**src/rtl/ser_tx_pkg.sv**
```systemverilog
package ser_tx_pkg;
  localparam int MIN_BITS = 5;

  typedef enum logic [2:0] {
    ST_IDLE, ST_START, ST_DATA, ST_PARITY, ST_STOP
  } txState_t;

  typedef enum logic [1:0] {
    LN_MARK, LN_SPACE, LN_DATA, LN_PARITY
  } lineSel_t;

  typedef struct packed {
    logic     load;
    logic     shift;
    lineSel_t lineSel;
  } txStrobe_t;
endpackage

```
**src/rtl/ser_tx_ctrl.sv**
```systemverilog
module ser_tx_ctrl
  import ser_tx_pkg::*;
#(
  parameter int TICKS_PER_BIT = 16,
  parameter int MAX_BITS      = 8,
  parameter int LEN_W         = 2
) (
  input  logic             clk,
  input  logic             rstN,
  input  logic             tickEn,
  input  logic             holdValid,
  input  logic [LEN_W-1:0] wordLen,
  input  logic             parityEn,
  input  logic             longStop,
  output txStrobe_t        strobe,
  output logic             busy
);
  localparam int TICK_W = $clog2(2 * TICKS_PER_BIT);
  localparam int BIT_W  = $clog2(MAX_BITS);
  localparam logic [TICK_W-1:0] BIT_LAST   = TICK_W'(TICKS_PER_BIT - 1);
  localparam logic [TICK_W-1:0] STOP1_LAST = TICK_W'(TICKS_PER_BIT - 1);
  localparam logic [TICK_W-1:0] STOP15_LAST = TICK_W'(TICKS_PER_BIT + TICKS_PER_BIT / 2 - 1);
  localparam logic [TICK_W-1:0] STOP2_LAST = TICK_W'(2 * TICKS_PER_BIT - 1);

  txState_t          state;
  logic [TICK_W-1:0] tickCnt;
  logic [BIT_W-1:0]  bitCnt;
  logic [BIT_W-1:0]  lastBitQ;
  logic              parEnQ;
  logic [TICK_W-1:0] stopLastQ;
  logic [TICK_W-1:0] stopLastNew;
  logic [BIT_W-1:0]  lastBitNew;
  logic              bitEnd;
  logic              stopEnd;
  logic              loadNow;

  always_comb begin
    lastBitNew = BIT_W'(MIN_BITS - 1) + BIT_W'(wordLen);
    if (!longStop)          stopLastNew = STOP1_LAST;
    else if (wordLen == '0) stopLastNew = STOP15_LAST;
    else                    stopLastNew = STOP2_LAST;
  end

  assign bitEnd  = tickEn && (tickCnt == BIT_LAST);
  assign stopEnd = tickEn && (state == ST_STOP) && (tickCnt == stopLastQ);
  assign loadNow = holdValid && ((state == ST_IDLE) || stopEnd);

  always_ff @(posedge clk or negedge rstN) begin
    if (!rstN) begin
      state     <= ST_IDLE;
      tickCnt   <= '0;
      bitCnt    <= '0;
      lastBitQ  <= '0;
      parEnQ    <= 1'b0;
      stopLastQ <= STOP1_LAST;
    end else if (loadNow) begin
      state     <= ST_START;
      tickCnt   <= '0;
      bitCnt    <= '0;
      lastBitQ  <= lastBitNew;
      parEnQ    <= parityEn;
      stopLastQ <= stopLastNew;
    end else if (tickEn) begin
      case (state)
        ST_START: begin
          if (bitEnd) begin
            state   <= ST_DATA;
            tickCnt <= '0;
          end else tickCnt <= tickCnt + 1'b1;
        end
        ST_DATA: begin
          if (bitEnd) begin
            tickCnt <= '0;
            if (bitCnt == lastBitQ) state <= parEnQ ? ST_PARITY : ST_STOP;
            else bitCnt <= bitCnt + 1'b1;
          end else tickCnt <= tickCnt + 1'b1;
        end
        ST_PARITY: begin
          if (bitEnd) begin
            state   <= ST_STOP;
            tickCnt <= '0;
          end else tickCnt <= tickCnt + 1'b1;
        end
        ST_STOP: begin
          if (tickCnt == stopLastQ) begin
            state   <= ST_IDLE;
            tickCnt <= '0;
          end else tickCnt <= tickCnt + 1'b1;
        end
        default: tickCnt <= '0;
      endcase
    end
  end

  always_comb begin
    strobe.load  = loadNow;
    strobe.shift = (state == ST_DATA) && bitEnd && (bitCnt != lastBitQ);
    case (state)
      ST_START:  strobe.lineSel = LN_SPACE;
      ST_DATA:   strobe.lineSel = LN_DATA;
      ST_PARITY: strobe.lineSel = LN_PARITY;
      default:   strobe.lineSel = LN_MARK;
    endcase
  end

  assign busy = (state != ST_IDLE);


  bit_range_chk: assert property (@(posedge clk) disable iff (!rstN)
    (state == ST_DATA) |-> (bitCnt <= lastBitQ));


  stop_len_chk: assert property (@(posedge clk) disable iff (!rstN)
    (state == ST_STOP) |-> (tickCnt <= stopLastQ));
endmodule

```
**src/rtl/ser_tx_dp.sv**
```systemverilog
module ser_tx_dp
  import ser_tx_pkg::*;
#(
  parameter int MAX_BITS = 8,
  parameter int LEN_W    = 2
) (
  input  logic                clk,
  input  logic                rstN,
  input  logic                wrEn,
  input  logic [MAX_BITS-1:0] wrData,
  input  logic [LEN_W-1:0]    wordLen,
  input  logic                parityOdd,
  input  txStrobe_t           strobe,
  output logic                holdValid,
  output logic                lineBit
);
  localparam int BIT_W = $clog2(MAX_BITS);

  logic [MAX_BITS-1:0] holdReg;
  logic [MAX_BITS-1:0] shiftReg;
  logic [MAX_BITS-1:0] lenMask;
  logic [BIT_W-1:0]    lastBit;
  logic                parityQ;

  assign lastBit = BIT_W'(MIN_BITS - 1) + BIT_W'(wordLen);

  for (genvar i = 0; i < MAX_BITS; i++) begin : g_mask
    assign lenMask[i] = (BIT_W'(i) <= lastBit);
  end

  always_ff @(posedge clk or negedge rstN) begin
    if (!rstN) begin
      holdReg   <= '0;
      holdValid <= 1'b0;
    end else if (wrEn) begin
      holdReg   <= wrData;
      holdValid <= 1'b1;
    end else if (strobe.load) begin
      holdValid <= 1'b0;
    end
  end

  always_ff @(posedge clk or negedge rstN) begin
    if (!rstN) begin
      shiftReg <= '0;
      parityQ  <= 1'b0;
    end else if (strobe.load) begin
      shiftReg <= holdReg;
      parityQ  <= (^(holdReg & lenMask)) ^ parityOdd;
    end else if (strobe.shift) begin
      shiftReg <= shiftReg >> 1;
    end
  end

  always_comb begin
    case (strobe.lineSel)
      LN_SPACE:  lineBit = 1'b0;
      LN_DATA:   lineBit = shiftReg[0];
      LN_PARITY: lineBit = parityQ;
      default:   lineBit = 1'b1;
    endcase
  end


  hold_fill_chk: assert property (@(posedge clk) disable iff (!rstN)
    wrEn |=> holdValid);


  load_src_chk: assert property (@(posedge clk) disable iff (!rstN)
    strobe.load |-> holdValid);
endmodule

```
**src/rtl/ser_tx_top.sv**
```systemverilog
module ser_tx_top
  import ser_tx_pkg::*;
#(
  parameter int TICKS_PER_BIT = 16,
  parameter int MAX_BITS      = 8,
  parameter int LEN_W         = 2
) (
  input  logic                clk,
  input  logic                rstN,
  input  logic                tickEn,
  input  logic                wrEn,
  input  logic [MAX_BITS-1:0] wrData,
  input  logic [LEN_W-1:0]    wordLen,
  input  logic                parityEn,
  input  logic                parityOdd,
  input  logic                longStop,
  input  logic                breakEn,
  output logic                txOut,
  output logic                holdEmpty,
  output logic                txEmpty
);
  txStrobe_t strobe;
  logic      holdValid;
  logic      busy;
  logic      lineBit;

  ser_tx_ctrl #(
    .TICKS_PER_BIT(TICKS_PER_BIT),
    .MAX_BITS     (MAX_BITS),
    .LEN_W        (LEN_W)
  ) u_ctrl (
    .clk      (clk),
    .rstN     (rstN),
    .tickEn   (tickEn),
    .holdValid(holdValid),
    .wordLen  (wordLen),
    .parityEn (parityEn),
    .longStop (longStop),
    .strobe   (strobe),
    .busy     (busy)
  );

  ser_tx_dp #(
    .MAX_BITS(MAX_BITS),
    .LEN_W   (LEN_W)
  ) u_dp (
    .clk      (clk),
    .rstN     (rstN),
    .wrEn     (wrEn),
    .wrData   (wrData),
    .wordLen  (wordLen),
    .parityOdd(parityOdd),
    .strobe   (strobe),
    .holdValid(holdValid),
    .lineBit  (lineBit)
  );

  assign txOut     = breakEn ? 1'b0 : lineBit;
  assign holdEmpty = !holdValid;
  assign txEmpty   = !holdValid && !busy;


  break_low_chk: assert property (@(posedge clk) disable iff (!rstN)
    breakEn |-> !txOut);


  idle_mark_chk: assert property (@(posedge clk) disable iff (!rstN)
    (!breakEn && txEmpty) |-> txOut);


  shift_tick_chk: assert property (@(posedge clk) disable iff (!rstN)
    strobe.shift |-> tickEn);
endmodule

```
**config.mk**
```make
export PLATFORM = sky130hd
export DESIGN_NAME = ser_tx_top
export DESIGN_NICKNAME = d
export VERILOG_FILES = /design/src/rtl/ser_tx_pkg.sv /design/src/rtl/ser_tx_ctrl.sv /design/src/rtl/ser_tx_dp.sv /design/src/rtl/ser_tx_top.sv
export SDC_FILE = /design/constraint.sdc
export NUM_CORES = 1
export LEC_CHECK = 0
export BUFFER_PORTS_ARGS = -buffer_cell sky130_fd_sc_hd__buf_2
export CORE_ASPECT_RATIO = 2
export CORE_MARGIN = 5
export CORE_UTILIZATION = 57
export CTS_CLUSTER_SIZE = 40
export DETAILED_ROUTE_END_ITERATION = 8
export PLACE_DENSITY_LB_ADDON = 0.08
export SYNTH_ARGS = -nofsm -noshare
export SYNTH_HDL_FRONTEND = slang
export SYNTH_SLANG_ARGS = --single-unit
export TNS_END_PERCENT = 100
```
**constraint.sdc**
```tcl
create_clock -name clk -period 2.8 [get_ports clk]
set_input_delay 0.14 -clock clk [delete_from_list [all_inputs] [get_ports clk]]
set_output_delay 0.14 -clock clk [all_outputs]
set_load 0.02 [all_outputs]
```
==> metrics.cfg <==
[floorplan]
fp-row-count=29
die_y_um=91.4
fp.dieW_um=50.7
core_sq_um=3190
floorplan.initialDensity_pct=59.2
io_pins=21
die_area_sq_um=4640

[detailed_routing]
wirelength_um=4050
drt_pass1_iterations=4
drt_iter0_drc=23
antenna_left=0
route.detailed.drc=0
viasPerCell=6.22
wl_per_cell_um=17.8
num_vias=1413

[grt]
globalRouteOverflowTotal=0
grt_max_degree=36
antenna_found_initial=0
grt_pass1_vias=1577
grt_use_total_pct=19.9
grt_pass1_wl_um=7180

[yosys]
ys_seq_area_share_pct=46.4
syn_avg_cell_area_sq_um=10.8
ys_types=54
ys_ff_latch=35
yosysWarnings=0
synth_area_sq_um=1890
synth_edf_count=0
ys.flop_type=dfrtp_1
async_flop_share_pct=100
synth_cells=175
synth.net_count=196

[timing]
post-route-period-util_pct=77.2
rsz0062_at_grt=no
holdWs_ns=0.0182
worst_slew_pin_slew_ns=0.757
final_max_slew_viol_count=0
hold_viol_final=0
setup_viol=0
fin_worst_skew_ns=0.00424
finalSetupTns_ns=0
fin_crit_ns=2.16
timing.slew.headroom_pct=49.5
timing.fmax_mhz=463

[placement]
dp_cells=219
io_buffer_count=20
hpwl_um=3020
place_congestion=0.870

[worst_setup_path]
cp.arrival_ns=2.39
cp-end-kind=register
critical_path.max_fanout=5
start_kind=register
critPathKind=register to register
required_ns=3.03

[clock_network]
clock_sinks=35
cts_tree=yes
cts-resized-gates=0
clk_pin_slew_ns=0.07
htreeDepth=2
clock_latency_ns=0.28
cts_setup_buffers=0
numCtsBuffers=5
cts_buffer_depth=2
cts_hold_buf=1
cts_root_buf=clkbuf_8

[min_path]
hp-class=primary input to register

[layout]
fillerInstances=286
n_antenna_cell=0
seq_area_sq_um=877
post-route-util_pct=65.1
mostFrequentLayoutCells=34 x dfrtp_1, 20 x buf_2, 19 x nand2_1
layout-area-overhead-vs-synth_pct=10.1
multi_input_area_sq_um=936
fin_cells=227
final_common_cell=dfrtp_1
drive_above_1_share_pct=27.6
final_nets=217

[job]
cap_violations=0

[power]
vdd_drop_max_uv=639
power.leakage_uw=0.000922
total_power_uw=1870
power_density_nw_per_um2=899

[run_status]
status=complete, no violations

[where the power goes]
group	leakage, uW	switching (uW)	internal, uW
Clock	0.0000470	173	193
Combinational	0.000463	356	318
Sequential	0.000412	154	675
Total	0.000922	683	1190
[Yosys cell counts, drive strengths merged, types with 2 or more instances]
cell type | number | share of area [%]
ha | 3 | 2.0
a211oi | 2 | 0.79
xor2 | 7 | 3.6
mux2 | 15 | 9.5
nor2 | 10 | 2.8
a21oi | 6 | 1.6
clkbuf | 2 | 0.46
and3 | 3 | 1.1
nand3 | 3 | 0.79
nand2b | 2 | 0.66
xnor2 | 4 | 1.9
nor3 | 8 | 2.1
inv | 6 | 1.2
nand2 | 20 | 4.1
o21ai | 6 | 1.6
buf | 6 | 2.4
o21a | 2 | 0.79
o311ai | 2 | 1.3
dfrtp | 34 | 45
a31oi | 9 | 3.0
[worst paths after layout]
check / slack, ns / cells past startpoint / startpoint / end
worst max-delay path: 0.64 / 7 / u_ctrl.tickCnt[0] / u_ctrl.tickCnt[3]
worst min-delay path: 0.02 / 2 / longStop / u_ctrl.stopLastQ[3]
worst max register to register: 0.64 / 7 / u_ctrl.tickCnt[0] / u_ctrl.tickCnt[3]
worst min register to register: 0.50 / 1 / u_ctrl.lastBitQ[2] / u_ctrl.lastBitQ[2]
max in group asynchronous: 1.86 / 2 / rstN / u_dp.shiftReg[2]
min in group asynchronous: 0.45 / 2 / rstN / u_ctrl.tickCnt[1]
[metal layers]
metal / vias to the layer above / wire, um / GRT usage, %
li1: 673 / - / -
met1: 695 / 1510 / 21.4
met2: 33 / 2300 / 35.3
met3: 12 / 114 / 3.77
met4: 0 / 124 / 9.81
met5: - / 0 / 0
[logic make-up after synthesis]
| logic type | Yosys count | share of synthesized area [%] |
|---|---|---|
| DFF | 35 | 46.4 |
| xor gates and xnor gates | 12 | 6.69 |
| buffers and inverters | 14 | 4.04 |
| and+or+nand+nor | 55 | 15.2 |
| AOI/OAI and AO/OA | 40 | 15.6 |
| muxes | 16 | 10.1 |
| adders and majority gates | 3 | 1.99 |
[worst max-delay path: stages, from the launching register on]
cell and delay (ns):
dfrtp_1 0.41, ha_1 0.25, and3_2 0.22, ha_1 0.24
o21bai_1 0.20, or2b_1 0.30, a2111oi_2 0.33, a211o_1 0.15
[layout make-up]
class                           count  area share [%]
Clock buffer                        6            3.97
Multi-Input combinational cell    126            45.0
Timing Repair Buffer               22            5.66
Sequential cell                    35            42.2
Inverter                            6            1.08
Tap cell                           31            1.87
Clock inverter                      1           0.241
[sequential cells by signal (all words and copies together) (netlist names), 2 cells and up]
| register | flops |
|---|---|
| u_dp.holdReg | 8 |
| u_dp.shiftReg | 8 |
| u_ctrl.tickCnt | 5 |
| u_ctrl.bitCnt | 3 |
| u_ctrl.lastBitQ | 3 |
| u_ctrl.state | 3 |
| u_ctrl.stopLastQ | 2 |
[metrics by stage]
step / instance area, sq um / setup slack [ns]
2_1_floorplan: 1890 / 0.826
4_1_cts: 2080 / 0.646
3_5_place_dp: 1980 / 0.659
3_3_place_gp: 1980 / 0.733
5_1_grt: 2080 / 0.544
6_report: 2080 / 0.639
(Power assumes the default switching activity.)
